===== src/rtl/rxring_pkg.sv =====
package rxring_pkg;
    typedef enum logic [2:0] {
        S_IDLE  = 3'd0,
        S_RDESC = 3'd1,
        S_FILL  = 3'd2,
        S_WDAT  = 3'd3,
        S_WB0   = 3'd4,
        S_WB1   = 3'd5,
        S_SKIP  = 3'd6
    } rx_state_e;

    // descriptor word 0 / word 1 bit positions (fixed by the ring layout)
    localparam int OWN_B = 31;
    localparam int EOR_B = 30;
    localparam int FS_B  = 29;
    localparam int LS_B  = 28;
    localparam int MC_B  = 26;
    localparam int PM_B  = 25;
    localparam int BC_B  = 24;
    localparam int TAG_B = 16;
    localparam int SZ_W  = 13;
endpackage


===== src/rtl/rxring_status.sv =====
module rxring_status
    import rxring_pkg::*;
(
    input  logic [31:0]   dw0_in,
    input  logic [31:0]   dw1_in,
    input  logic [2:0]    kind,
    input  logic [SZ_W:0] tot,
    output logic [31:0]   wb0,
    output logic [31:0]   wb1
);
    always_comb begin
        wb0           = dw0_in;
        wb0[OWN_B]    = 1'b0;
        wb0[FS_B]     = 1'b1;
        wb0[LS_B]     = 1'b1;
        wb0[PM_B]     = dw0_in[PM_B] | kind[0];
        wb0[MC_B]     = dw0_in[MC_B] | kind[1];
        wb0[BC_B]     = dw0_in[BC_B] | kind[2];
        wb0[SZ_W-1:0] = tot[SZ_W-1:0];
        wb1           = dw1_in;
        wb1[TAG_B]    = 1'b0;
    end
endmodule


===== src/rtl/rxring_sat_cnt.sv =====
module rxring_sat_cnt #(
    parameter int W = 16
) (
    input  logic         clk,
    input  logic         rst_n,
    input  logic         inc,
    output logic [W-1:0] cnt
);
    always_ff @(posedge clk) begin
        if (!rst_n)                    cnt <= '0;
        else if (inc && cnt != '1)     cnt <= cnt + 1'b1;
    end
endmodule


===== src/rtl/rxring_dma.sv =====
module rxring_dma
    import rxring_pkg::*;
#(
    parameter int IDX_W     = 16,
    parameter int MIN_FRAME = 60,
    parameter int CNT_W     = 16
) (
    input  logic             clk,
    input  logic             rst_n,
    input  logic             cfg_we,
    input  logic             cfg_hi,
    input  logic [31:0]      cfg_wdata,
    input  logic             hdr_valid,
    output logic             hdr_ready,
    input  logic [12:0]      hdr_len,
    input  logic [2:0]       hdr_kind,
    input  logic             byte_valid,
    output logic             byte_ready,
    input  logic [7:0]       byte_data,
    output logic             mem_req,
    output logic             mem_we,
    output logic [63:0]      mem_addr,
    output logic [31:0]      mem_wdata,
    output logic [3:0]       mem_wstrb,
    input  logic             mem_ack,
    input  logic [31:0]      mem_rdata,
    output logic             irq_ovf,
    output logic             irq_rxok,
    output logic [CNT_W-1:0] miss_cnt,
    output logic [CNT_W-1:0] err_cnt
);
    localparam int LEN_W = SZ_W;
    localparam int TOT_W = SZ_W + 1;
    localparam logic [LEN_W-1:0] MIN_L = LEN_W'(MIN_FRAME);

    typedef struct packed {
        rx_state_e        st;
        logic [1:0]       rsel;
        logic [IDX_W-1:0] idx;
        logic [63:0]      base;
        logic [LEN_W-1:0] len;
        logic [TOT_W-1:0] tot;
        logic [TOT_W-1:0] pos;
        logic [31:0]      wbuf;
        logic [3:0]       strb;
        logic [31:0]      dw0;
        logic [31:0]      dw1;
        logic [31:0]      dw2;
        logic [31:0]      dw3;
        logic [2:0]       kind;
        logic             ovf;
        logic             rxok;
    } regs_t;

    regs_t q, d;
    logic             drop;
    logic [63:0]      desc_addr;
    logic [63:0]      buf_addr;
    logic [LEN_W-1:0] plen;
    logic [TOT_W-1:0] pm1;
    logic [1:0]       lane;
    logic             need_in;
    logic [31:0]      wb0, wb1;

    rxring_status u_status (
        .dw0_in (q.dw0),
        .dw1_in (q.dw1),
        .kind   (q.kind),
        .tot    (q.tot),
        .wb0    (wb0),
        .wb1    (wb1)
    );

    rxring_sat_cnt #(.W(CNT_W)) u_miss (.clk(clk), .rst_n(rst_n), .inc(drop), .cnt(miss_cnt));
    rxring_sat_cnt #(.W(CNT_W)) u_err  (.clk(clk), .rst_n(rst_n), .inc(drop), .cnt(err_cnt));

    always_comb begin
        d          = q;
        d.ovf      = 1'b0;
        d.rxok     = 1'b0;
        drop       = 1'b0;
        hdr_ready  = 1'b0;
        byte_ready = 1'b0;
        mem_req    = 1'b0;
        mem_we     = 1'b0;
        mem_addr   = '0;
        mem_wdata  = '0;
        mem_wstrb  = '0;
        desc_addr  = q.base + 64'({q.idx, 4'b0000});
        buf_addr   = {q.dw3, q.dw2};
        plen       = (hdr_len < MIN_L) ? MIN_L : hdr_len;
        pm1        = q.pos - 1'b1;
        lane       = q.pos[1:0];
        need_in    = q.pos < {1'b0, q.len};

        if (cfg_we) begin
            if (cfg_hi) d.base[63:32] = cfg_wdata;
            else        d.base[31:0]  = cfg_wdata;
        end

        case (q.st)
            S_IDLE: begin
                hdr_ready = 1'b1;
                if (hdr_valid) begin
                    d.len  = hdr_len;
                    d.kind = hdr_kind;
                    d.tot  = {1'b0, plen} + TOT_W'(4);
                    d.rsel = 2'd0;
                    d.st   = S_RDESC;
                end
            end
            S_RDESC: begin
                mem_req  = 1'b1;
                mem_addr = desc_addr + 64'({q.rsel, 2'b00});
                if (mem_ack) begin
                    case (q.rsel)
                        2'd0:    d.dw0 = mem_rdata;
                        2'd1:    d.dw1 = mem_rdata;
                        2'd2:    d.dw2 = mem_rdata;
                        default: d.dw3 = mem_rdata;
                    endcase
                    d.rsel = q.rsel + 1'b1;
                    d.pos  = '0;
                    d.wbuf = '0;
                    d.strb = '0;
                    if (q.rsel == 2'd3) begin
                        if (!q.dw0[OWN_B] || (q.tot > {1'b0, q.dw0[SZ_W-1:0]})) begin
                            drop  = 1'b1;
                            d.ovf = 1'b1;
                            d.st  = (q.len == '0) ? S_IDLE : S_SKIP;
                        end else begin
                            d.st  = S_FILL;
                        end
                    end
                end
            end
            S_FILL: begin
                byte_ready = need_in;
                if (!need_in || byte_valid) begin
                    d.wbuf[8*int'(lane) +: 8] = need_in ? byte_data : 8'h00;
                    d.strb[lane]              = 1'b1;
                    d.pos                     = q.pos + 1'b1;
                    if (lane == 2'd3 || (q.pos + 1'b1) == q.tot) d.st = S_WDAT;
                end
            end
            S_WDAT: begin
                mem_req   = 1'b1;
                mem_we    = 1'b1;
                mem_addr  = buf_addr + 64'({pm1[TOT_W-1:2], 2'b00});
                mem_wdata = q.wbuf;
                mem_wstrb = q.strb;
                if (mem_ack) begin
                    d.wbuf = '0;
                    d.strb = '0;
                    d.st   = (q.pos == q.tot) ? S_WB0 : S_FILL;
                end
            end
            S_WB0: begin
                mem_req   = 1'b1;
                mem_we    = 1'b1;
                mem_addr  = desc_addr;
                mem_wdata = wb0;
                mem_wstrb = 4'hF;
                if (mem_ack) d.st = S_WB1;
            end
            S_WB1: begin
                mem_req   = 1'b1;
                mem_we    = 1'b1;
                mem_addr  = desc_addr + 64'd4;
                mem_wdata = wb1;
                mem_wstrb = 4'hF;
                if (mem_ack) begin
                    d.idx  = q.dw0[EOR_B] ? '0 : q.idx + 1'b1;
                    d.rxok = 1'b1;
                    d.st   = S_IDLE;
                end
            end
            S_SKIP: begin
                byte_ready = 1'b1;
                if (byte_valid) begin
                    d.pos = q.pos + 1'b1;
                    if ((q.pos + 1'b1) == {1'b0, q.len}) d.st = S_IDLE;
                end
            end
            default: d.st = S_IDLE;
        endcase
    end

    always_ff @(posedge clk) begin
        if (!rst_n) q <= '0;
        else        q <= d;
    end

    assign irq_ovf  = q.ovf;
    assign irq_rxok = q.rxok;
endmodule


===== config.mk =====
export PLATFORM = sky130hd
export DESIGN_NAME = rxring_dma
export DESIGN_NICKNAME = d
export VERILOG_FILES = /design/src/rtl/rxring_pkg.sv /design/src/rtl/rxring_status.sv /design/src/rtl/rxring_sat_cnt.sv /design/src/rtl/rxring_dma.sv
export SDC_FILE = /design/constraint.sdc
export NUM_CORES = 1
export LEC_CHECK = 0
export CAP_MARGIN = 20
export CELL_PAD_IN_SITES_DETAIL_PLACEMENT = 1
export CELL_PAD_IN_SITES_GLOBAL_PLACEMENT = 2
export CORE_MARGIN = 3
export CORE_UTILIZATION = 30
export DETAILED_ROUTE_END_ITERATION = 6
export PLACE_DENSITY = 0.86
export REMOVE_ABC_BUFFERS = 1
export SYNTH_ARGS = -nofsm -noshare
export SYNTH_HDL_FRONTEND = slang
export SYNTH_HIERARCHICAL = 1
export SYNTH_SLANG_ARGS = --single-unit

===== constraint.sdc =====
create_clock -name clk -period 4.62 [get_ports clk]
set_input_delay 0.924 -clock clk [delete_from_list [all_inputs] [get_ports clk]]
set_output_delay 0.924 -clock clk [all_outputs]
set_load 0.02 [all_outputs]

==> reports/qor.yml, run 1 <==
place:
  placed_cell_area_um2: 27300
  place.gp.congestion: 0.939
  hpwl_mm: 67.7
  place.port_buffers: 232
floorplan:
  fp.dieW_um: 276
  dieArea_um2: 76000
  rows: 98
  die-height_um: 276
  initial_utilization_pct: 30.4
  io_pins: 233
  design.core.area_um2: 71700
sta:
  final.setup.tns_ns: -38.10
  hold_viol: 0
  drv_slew: 0
  finalSetupViolCount: 54
  worstMarginPinSlew_ns: 1.16
  grt_setup_unrepaired: "true"
  clock-skew-final_ns: 0.0343
  timing.final.ws_setup_ns: -0.901
  fmax_mhz: 181
  slew_headroom_pct: 22.6
  whs_ns: 0.462
  fin_crit_sh_pct: 120
  min_period_ns: 5.52
global_route:
  grt_pass1_wl_mm: 138
  grt_max_degree: 92
  grt_usage_pct: 23.3
  overflow: 0
  antenna_found_initial: 0
  grt_pass1_vias: 23300
power:
  intPower_w: 0.00601
  sw_frac_of_total_pct: 34.2
  cellLeakagePower_nw: 11.4
  pwr-share-clk_pct: 38.2
  power_frac_comb_pct: 27.9
  power.density_nw_per_um2: 298
  power_switching_w: 0.00312
  power.share.sequential_pct: 33.8
  ir_drop_mv: 0.266
setup_path:
  worst_ep_required_time_ns: 3.70
  r2r_slack_ns: 0.62
  path_delay_family: "compound AO/OA/AOI/OAI gates"
  path_cells: "or3_4, nor2_4, nand2_2, buf_4, buf_4, xnor2_1, ha_1, buf_4, o21ai_0, nand2b_1, a21oi_4, nor2_4, a21bo_2, a21oi_2, nand2b_4, nor2_4, nand2_1, xnor2_1, a221o_1, buf_6"
  cp-start-kind: "flip-flop"
  crit_slowest_cell: "a221o_1"
  slowest_delay_ns: 0.43
  path_class: "flip-flop to output pin"
  arrival_ns: 4.60
  critPathMaxFanout: 4
  cp_num_buf_inv: 4
  cp-end-kind: "output pin"
outcome:
  violations: "setup timing"
  status: "complete, but fails checks"
clock_tree:
  cts_hold_buffers: 0
  cts_tree: "yes"
  insertion_delay_ns: 0.60
  clkTransAtPathRegs_ns: 0.06
  clock-root-buffer: "clkbuf_16"
  cts_max_level: 2
  clock_path_buffers: 3
  cts_sinks: 324
  cts_buffers: 41
synthesis:
  syn_area_um2: 21800
  syn_inst: 2838
  syn_avg_cell_area_um2: 7.69
  yosysWarnings: 6
route:
  drt-initial-drc-count: 1347
  post_drt_via_cell_ratio: 5.33
  ant_nets: 0
  drt-total-wl_mm: 93.4
  wire_per_inst_um: 21.7
  dr.pass1.iters: 5
  vias: 22900
  drc: 0
finish:
  final_cell_mix: "nand2_1 (642), buf_4 (411), dfxtp_1 (317)"
  nets: 3493
  antenna_cells: 0
  area_growth_pct: 40.2
  drive_above_1_share_pct: 23.9
  layout_commonest_cell: "nand2_1"
  fillers: 8566
  fin_area_um2: 30600
worst_hold_path:
  hold_path.class: "flip-flop to flip-flop"
run:
  maxCapViolations: 0
## worst register-to-register path, stage by stage, from the launching register on
cell and delay [ns]:
dfxtp_2 0.37, buf_4 0.20, ha_1 0.42, nand3_1 0.33
nor3_1 0.54, nand3_1 0.16, xor2_1 0.35, xnor2_1 0.11
nor4_1 0.51, o22a_1 0.22, nand2_1 0.06, a21oi_1 0.15
mux2_2 0.35, o211a_1 0.12
## flip-flops by register name (all words and copies together) (netlist names)
signal	flops
u_err/cnt	16
u_miss/cnt	16
q	224
lane	2
irq_rxok	1
buf_addr	64
irq_ovf	1
## layer usage
| layer | GRT usage [%] | up-vias | wire [um] |
|---|---|---|---|
| li1 | - | 10800 | - |
| met1 | 30.6 | 11300 | 40700 |
| met2 | 39.2 | 611 | 44400 |
| met3 | 3.29 | 180 | 4940 |
| met4 | 8.06 | 0 | 3280 |
| met5 | 0 | - | 0 |
## power groups by stage
stage | Clock [W] | Combinational (W) | Sequential (W)
floorplan | 0 | 0.00120 | 0.00317
global placement | 0 | 0.00239 | 0.00315
detailed placement | 0 | 0.00242 | 0.00315
CTS | 0.00357 | 0.00248 | 0.00309
global route | 0.00368 | 0.00274 | 0.00310
finish | 0.00349 | 0.00255 | 0.00309
## repair_timing
action	in CTS	in global routing
pin swaps	105	95
resized for setup	487	123
gates cloned	1	0
buffers inserted	30	16
endpoints found under the setup margin	57	56
## cell type report
class	count	area, um^2	share of cell area [%]
timing repair buffer	662	5740	18.8
clock inverter	20	267	0.871
sequential	324	6500	21.2
inverter	69	259	0.847
clock buffer	55	1170	3.82
multi-input combinational	2224	15500	50.6
tap	950	1190	3.89
## through the flow
step | cells | setup slack [ns] | util [%] | power (W)
6_report | 4304 | -0.901 | 42.6 | 0.00913
4_1_cts | 4294 | -0.826 | 41.6 | 0.00914
2_1_floorplan | 2616 | -1.17 | - | 0.00438
3_3_place_gp | 4194 | -0.721 | 38.1 | 0.00554
3_5_place_dp | 4194 | -0.751 | 38.1 | 0.00557
5_1_grt | 4304 | -1.08 | 42.6 | 0.00952
## worst paths after layout
check	from	endpoint	cells after the start
max	q[171]	mem_addr[31]	20
min	q[127]	q[127]	2
min reg2reg	q[127]	q[127]	2
max reg2reg	lane[0]	q[293]	13
No activity file was read; power rests on OpenSTA's default activity.
==> run 2, diff against run 1 <==
--- a/config.mk
+++ b/config.mk
@@ -11,6 +11,7 @@
 export CORE_MARGIN = 3
 export CORE_UTILIZATION = 30
 export DETAILED_ROUTE_END_ITERATION = 6
+export GPL_ROUTABILITY_DRIVEN = 0
 export PLACE_DENSITY = 0.86
 export REMOVE_ABC_BUFFERS = 1
 export SYNTH_ARGS = -nofsm -noshare
==> reports/qor.yml, run 2 (synthesis results as in run 1) <==
global_route:
  grt_pass1_vias: 23500  # +0.64%
  grt_pass1_wl_mm: 138  # +0.14%
  grt_max_degree: 88  # -4.3%
  overflow: 0  # unchanged
  grt_usage_pct: 23.4  # +0.099 points
  antenna_found_initial: 1  # +1
sta:
  hold_viol: 0  # unchanged
  drv_slew: 0  # unchanged
  clock-skew-final_ns: 0.0121  # -0.0222 ns
  finalSetupViolCount: 54  # unchanged
  timing.final.ws_setup_ns: -1.20  # -0.297 ns
  slew_headroom_pct: 28.3  # +5.7 points
  whs_ns: 0.461  # -0.000967 ns
  grt_setup_unrepaired: "true"
  fmax_mhz: 172  # -5.1%
  fin_crit_sh_pct: 126  # +6.4 points
  min_period_ns: 5.82  # +0.297 ns
  worstMarginPinSlew_ns: 1.07  # -0.0848 ns
  final.setup.tns_ns: -45.21  # -7.11 ns
clock_tree:
  cts_buffers: 41  # unchanged
  cts_max_level: 2  # unchanged
  clock_path_buffers: 3  # unchanged
  clkTransAtPathRegs_ns: 0.06  # about the same
  insertion_delay_ns: 0.60  # about the same
  clock-root-buffer: "clkbuf_16"
  cts_tree: "yes"
  cts_sinks: 324  # unchanged
power:
  power.share.sequential_pct: 33.4  # -0.4 points
  ir_drop_mv: 0.249  # -6.3%
  pwr-share-clk_pct: 39.1  # +0.9 points
  power_switching_w: 0.00315  # +0.90%
  power_frac_comb_pct: 27.5  # -0.4 points
  power.density_nw_per_um2: 305  # +2.3%
  sw_frac_of_total_pct: 33.9  # -0.24 points
  intPower_w: 0.00613  # +2.0%
  cellLeakagePower_nw: 11.5  # +0.92%
route:
  drc: 0  # unchanged
  wire_per_inst_um: 21.8  # +0.59%
  ant_nets: 0  # unchanged
  post_drt_via_cell_ratio: 5.36  # +0.68%
  drt-total-wl_mm: 94.2  # +0.90%
  dr.pass1.iters: 5  # unchanged
  vias: 23200  # +0.98%
  drt-initial-drc-count: 1397  # +3.7%
finish:
  fillers: 8518  # -0.56%
  drive_above_1_share_pct: 23.2  # -0.69 points
  antenna_cells: 0  # unchanged
  largest_register: "q"
  layout_commonest_cell: "nand2_1"
  largest_register_ffs: 224  # unchanged
  final_cell_mix: "nand2_1 (645), buf_4 (432), dfxtp_1 (318)"
  nets: 3505  # +0.34%
  area_growth_pct: 39.3
outcome:
  violations: "setup timing"
  status: "complete, but fails checks"
floorplan:
  design.core.area_um2: 71700  # unchanged
  initial_utilization_pct: 30.4  # unchanged
  rows: 98  # unchanged
  io_pins: 233  # unchanged
  fp.dieW_um: 276  # unchanged
  dieArea_um2: 76000  # unchanged
  die-height_um: 276  # unchanged
setup_path:
  cp-start-kind: "flip-flop"
  critPathMaxFanout: 7  # +3
  worst_ep_required_time_ns: 3.70  # about the same
  arrival_ns: 4.89  # +0.29 ns
  cp-end-kind: "output pin"
  worstRegToRegCells: 13  # unchanged
  path_class: "flip-flop to output pin"
place:
  place.port_buffers: 232  # unchanged
  dpl_worst_slack_ns: -0.873  # -0.123 ns
  hpwl_mm: 67.8  # +0.12%
worst_hold_path:
  whs_path_depth: 2  # unchanged
  hold_path.class: "flip-flop to flip-flop"
run:
  maxCapViolations: 0  # unchanged
## run 2: changes by cell type in the layout (fill, tap and decap cells not counted), sizes merged
cell           before  now
clkdlybuf4s15       1    0
clkdlybuf4s50     173  172
clkbuf             55   52
bufinv              5    7
buf               486  500
nand4              56   55
clkinv             12   14
dlygate4sd2         1    2
## run 2: timing repair
item                       in CTS  in global routing
hold buffers                    0                  0
buffers inserted               27                 20
gates resized for setup       456                 97
pin swaps                      91                 55
setup endpoints to repair      56                 59
## run 2: per-layer routing
metal	GRT usage, %	vias to the layer above	routed length, um
met5	0	-	13
met3	3.94	198	5210
met4	8.20	2	3620
li1	-	10900	-
met1	30.0	11500	40600
met2	39.6	618	44800
## run 2: critical path: stages, from the launching register on
cell and delay [ns]:
dfxtp_2 0.35, ha_4 0.15, inv_4 0.03, fa_2 0.38
nor2b_4 0.13, o31a_1 0.30, o211ai_1 0.23, a2111oi_2 0.53
nor4_1 0.17, or4_4 0.49, nor4b_4 0.27, buf_4 0.20
nand4_4 0.18, buf_4 0.19, buf_4 0.13, buf_4 0.12
xnor2_1 0.11, o221ai_1 0.16, buf_4 0.17
## run 2: layout make-up
type,count,area (um^2),share of cell area (%)
Clock buffer,52,1160,3.82
Clock inverter,24,345,1.14
Inverter,69,262,0.860
Multi-Input combinational cell,2223,15200,50.0
Sequential cell,324,6500,21.4
Tap cell,950,1190,3.91
Timing Repair Buffer,675,5750,18.9
## run 2: path summary, 6_finish.rpt
path                   to     from  slack (ns)
max          mem_addr[45]   q[274]       -1.20
min                q[127]   q[127]        0.46
min reg2reg        q[127]   q[127]        0.46
max reg2reg        q[293]  lane[1]        0.72
## run 2: power groups by stage
stage | registers, W | logic [W] | clock network, W
floorplan | 0.00317 | 0.00120 | 0
global placement | 0.00314 | 0.00242 | 0
detailed placement | 0.00315 | 0.00245 | 0
CTS | 0.00309 | 0.00251 | 0.00370
global route | 0.00311 | 0.00276 | 0.00381
finish | 0.00309 | 0.00256 | 0.00363
## run 2: metrics by stage
step | area, um^2 | total power [W] | util [%] | std cells
floorplan | 20700 | 0.00438 | - | 2616
finish | 30400 | 0.00928 | 42.4 | 4317
CTS | 29800 | 0.00930 | 41.5 | 4299
global route | 30400 | 0.00967 | 42.4 | 4317
detailed placement | 27300 | 0.00560 | 38.1 | 4198
global placement | 27300 | 0.00556 | 38.1 | 4198
==> run 3, diff against run 2 <==
--- a/config.mk
+++ b/config.mk
@@ -9,10 +9,10 @@
 export CELL_PAD_IN_SITES_DETAIL_PLACEMENT = 1
 export CELL_PAD_IN_SITES_GLOBAL_PLACEMENT = 2
 export CORE_MARGIN = 3
-export CORE_UTILIZATION = 30
+export CORE_UTILIZATION = 31
 export DETAILED_ROUTE_END_ITERATION = 6
 export GPL_ROUTABILITY_DRIVEN = 0
-export PLACE_DENSITY = 0.86
+export PLACE_DENSITY = 0.88
 export REMOVE_ABC_BUFFERS = 1
 export SYNTH_ARGS = -nofsm -noshare
 export SYNTH_HDL_FRONTEND = slang
==> reports/qor.yml, run 3 (synthesis results as in run 1) <==
outcome:
  status: "complete, but fails checks"
  violations: "setup timing"
route:
  drt-initial-drc-count: 1638  # +17%
  drc: 0  # unchanged
  maxUsedRoutingLayer: "met5"
  drt-total-wl_mm: 96.2  # +2.1%
  dr.pass1.iters: 5  # unchanged
  m1WireLength_mm: 41.4  # +2.2%
  ant_nets: 0  # unchanged
  vias: 23400  # +1.1%
  wire_per_inst_um: 22.4  # +2.4%
  wl_met2_mm: 45.6  # +1.7%
  dr_wl_met3_mm: 4.91  # -5.7%
  post_drt_via_cell_ratio: 5.44  # +1.4%
finish:
  nets: 3510  # +0.14%
  drive_above_1_share_pct: 23.7  # +0.44 points
  area_growth_pct: 39.9
  layout_commonest_cell: "nand2_1"
  largest_register: "q"
  fillers: 8338  # -2.1%
  regArea_um2: 6490  # about the same
  largest_register_ffs: 224  # unchanged
  fin_util_pct: 44.1  # +1.8 points
  multiInputGateArea_um2: 15300  # +1.1%
  stdcell_count: 4304  # -0.30%
  final_cell_mix: "nand2_1 (643), buf_4 (438), dfxtp_1 (320)"
sta:
  min_period_ns: 5.55  # -0.266 ns
  grt_setup_unrepaired: "true"
  drv_slew: 0  # unchanged
  finalSetupViolCount: 54  # unchanged
  slew_headroom_pct: 36.1  # +7.8 points
  worstMarginPinSlew_ns: 0.956  # -0.117 ns
  fmax_mhz: 180  # +4.8%
  fin_crit_sh_pct: 120  # -5.7 points
  hold_viol: 0  # unchanged
  timing.final.ws_setup_ns: -0.933  # +0.266 ns
  final.setup.tns_ns: -37.31  # +7.90 ns
  clock-skew-final_ns: 0.0215  # +0.00940 ns
global_route:
  overflow: 0  # unchanged
  grt_pass1_wl_mm: 143  # +3.0%
  antenna_found_initial: 1  # unchanged
  grt_max_degree: 82  # -6.8%
  grt_usage_pct: 24.5  # +1.1 points
  grt_pass1_vias: 24000  # +2.2%
run:
  maxCapViolations: 0  # unchanged
power:
  cellLeakagePower_nw: 11.5  # about the same
  finalPower_w: 0.00907  # -2.2%
  ir_drop_mv: 0.271  # +8.9%
  power.density_nw_per_um2: 297  # -2.7%
clock_tree:
  cts_sinks: 324  # unchanged
  cts_tree: "yes"
  clkTransAtPathRegs_ns: 0.06  # about the same
  clock-root-buffer: "clkbuf_16"
  cts_buffers: 41  # unchanged
  cts_hold_buffers: 0  # unchanged
  insertion_delay_ns: 0.59  # about the same
  clock_path_buffers: 3  # unchanged
  cts_max_level: 2  # unchanged
setup_path:
  worst_ep_required_time_ns: 3.70  # about the same
  arrival_ns: 4.63  # -0.26 ns
  worstRegToRegCells: 13  # unchanged
  path_class: "flip-flop to output pin"
  r2r-start: "lane[1]"
  r2r-end: "q[293]"
  r2r_slack_ns: 0.57  # -0.15 ns
  cp-start-kind: "flip-flop"
  cp-end-kind: "output pin"
  critPathMaxFanout: 6  # -1
floorplan:
  rows: 96  # -2.0%
  initial_utilization_pct: 31.5  # +1.1 points
  design.core.area_um2: 69200  # -3.5%
  die-height_um: 271  # -1.6%
  dieArea_um2: 73600  # -3.2%
  io_pins: 233  # unchanged
  fp.dieW_um: 271  # -1.6%
worst_hold_path:
  hold_path.class: "flip-flop to flip-flop"
  min_from: "q[87]"
  whs_path_depth: 2  # unchanged
  min_to: "q[87]"
place:
  hpwl_mm: 68.1  # +0.41%
  dpl.cell_count: 4180  # -0.43%
  place.port_buffers: 232  # unchanged
-- run 3: cell count changes in the layout (fill, tap and decap cells not counted), sizes merged --
cell           delta
buf               +5
bufinv            -4
clkbuf            +9
clkdlybuf4s50     +2
clkinv            -7
clkinvlp          +2
diode             +1
dlygate4sd2       -1
dlymetal6s2s      -1
-- run 3: through the flow --
step	hold WS, ns	area, um^2	worst slack [ns]
3_3_place_gp	0.445	27300	-0.757
5_1_grt	0.478	30500	-1.13
2_1_floorplan	0.432	20700	-1.17
3_5_place_dp	0.452	27300	-0.792
6_report	0.466	30500	-0.933
4_1_cts	0.467	29900	-0.854
-- run 3: how the worst max path moves through the flow --
stage / startpoint / endpoint / slack [ns] / cells after the start
floorplan: q[292] / mem_addr[31] / -1.17 / 3
global placement: q[214] / mem_addr[50] / -0.76 / 18
detailed placement: q[214] / mem_addr[47] / -0.79 / 17
CTS: q[274] / mem_addr[49] / -0.85 / 16
global route: q[214] / mem_addr[62] / -1.13 / 19
finish: q[214] / mem_addr[62] / -0.93 / 19
-- run 3: layer usage --
layer	vias up	track usage [%]
met5	-	0
met4	2	10.2
met3	235	3.57
met2	698	41.3
met1	11600	31.3
li1	10900	-
-- run 3: layout make-up --
type / instances / share of cell area, %
timing repair buffer: 680 / 19.2
sequential: 324 / 21.3
antenna: 1 / 0.00819
tap: 931 / 3.81
clock buffer: 61 / 4.00
multi-input combinational: 2223 / 50.3
clock inverter: 15 / 0.631
inverter: 69 / 0.848
-- run 3: timing repair --
item,CTS,global route
gates resized for setup,505,103
pin swaps,105,75
setup buffers,37,20
gates cloned,0,0
endpoints found under the setup margin,56,56
-- run 3: critical path, cell delays in order (launching register included) --
cell	delay, ns
dfxtp_2	0.36
ha_4	0.14
inv_2	0.04
fa_2	0.36
nor2b_4	0.14
buf_4	0.12
o31ai_2	0.07
a21oi_1	0.23
or3_1	0.22
nand4_1	0.17
or4b_4	0.58
buf_6	0.15
nor4b_4	0.26
buf_6	0.18
nand4_1	0.14
buf_6	0.18
and3b_1	0.23
xor2_1	0.16
o221ai_1	0.13
buf_4	0.19
-- run 3: where the power goes --
| group | switching, W | internal, W |
|---|---|---|
| Combinational | 0.00157 | 0.000985 |
| Sequential | 0.000158 | 0.00294 |
| Clock | 0.00141 | 0.00201 |
| Total | 0.00313 | 0.00594 |
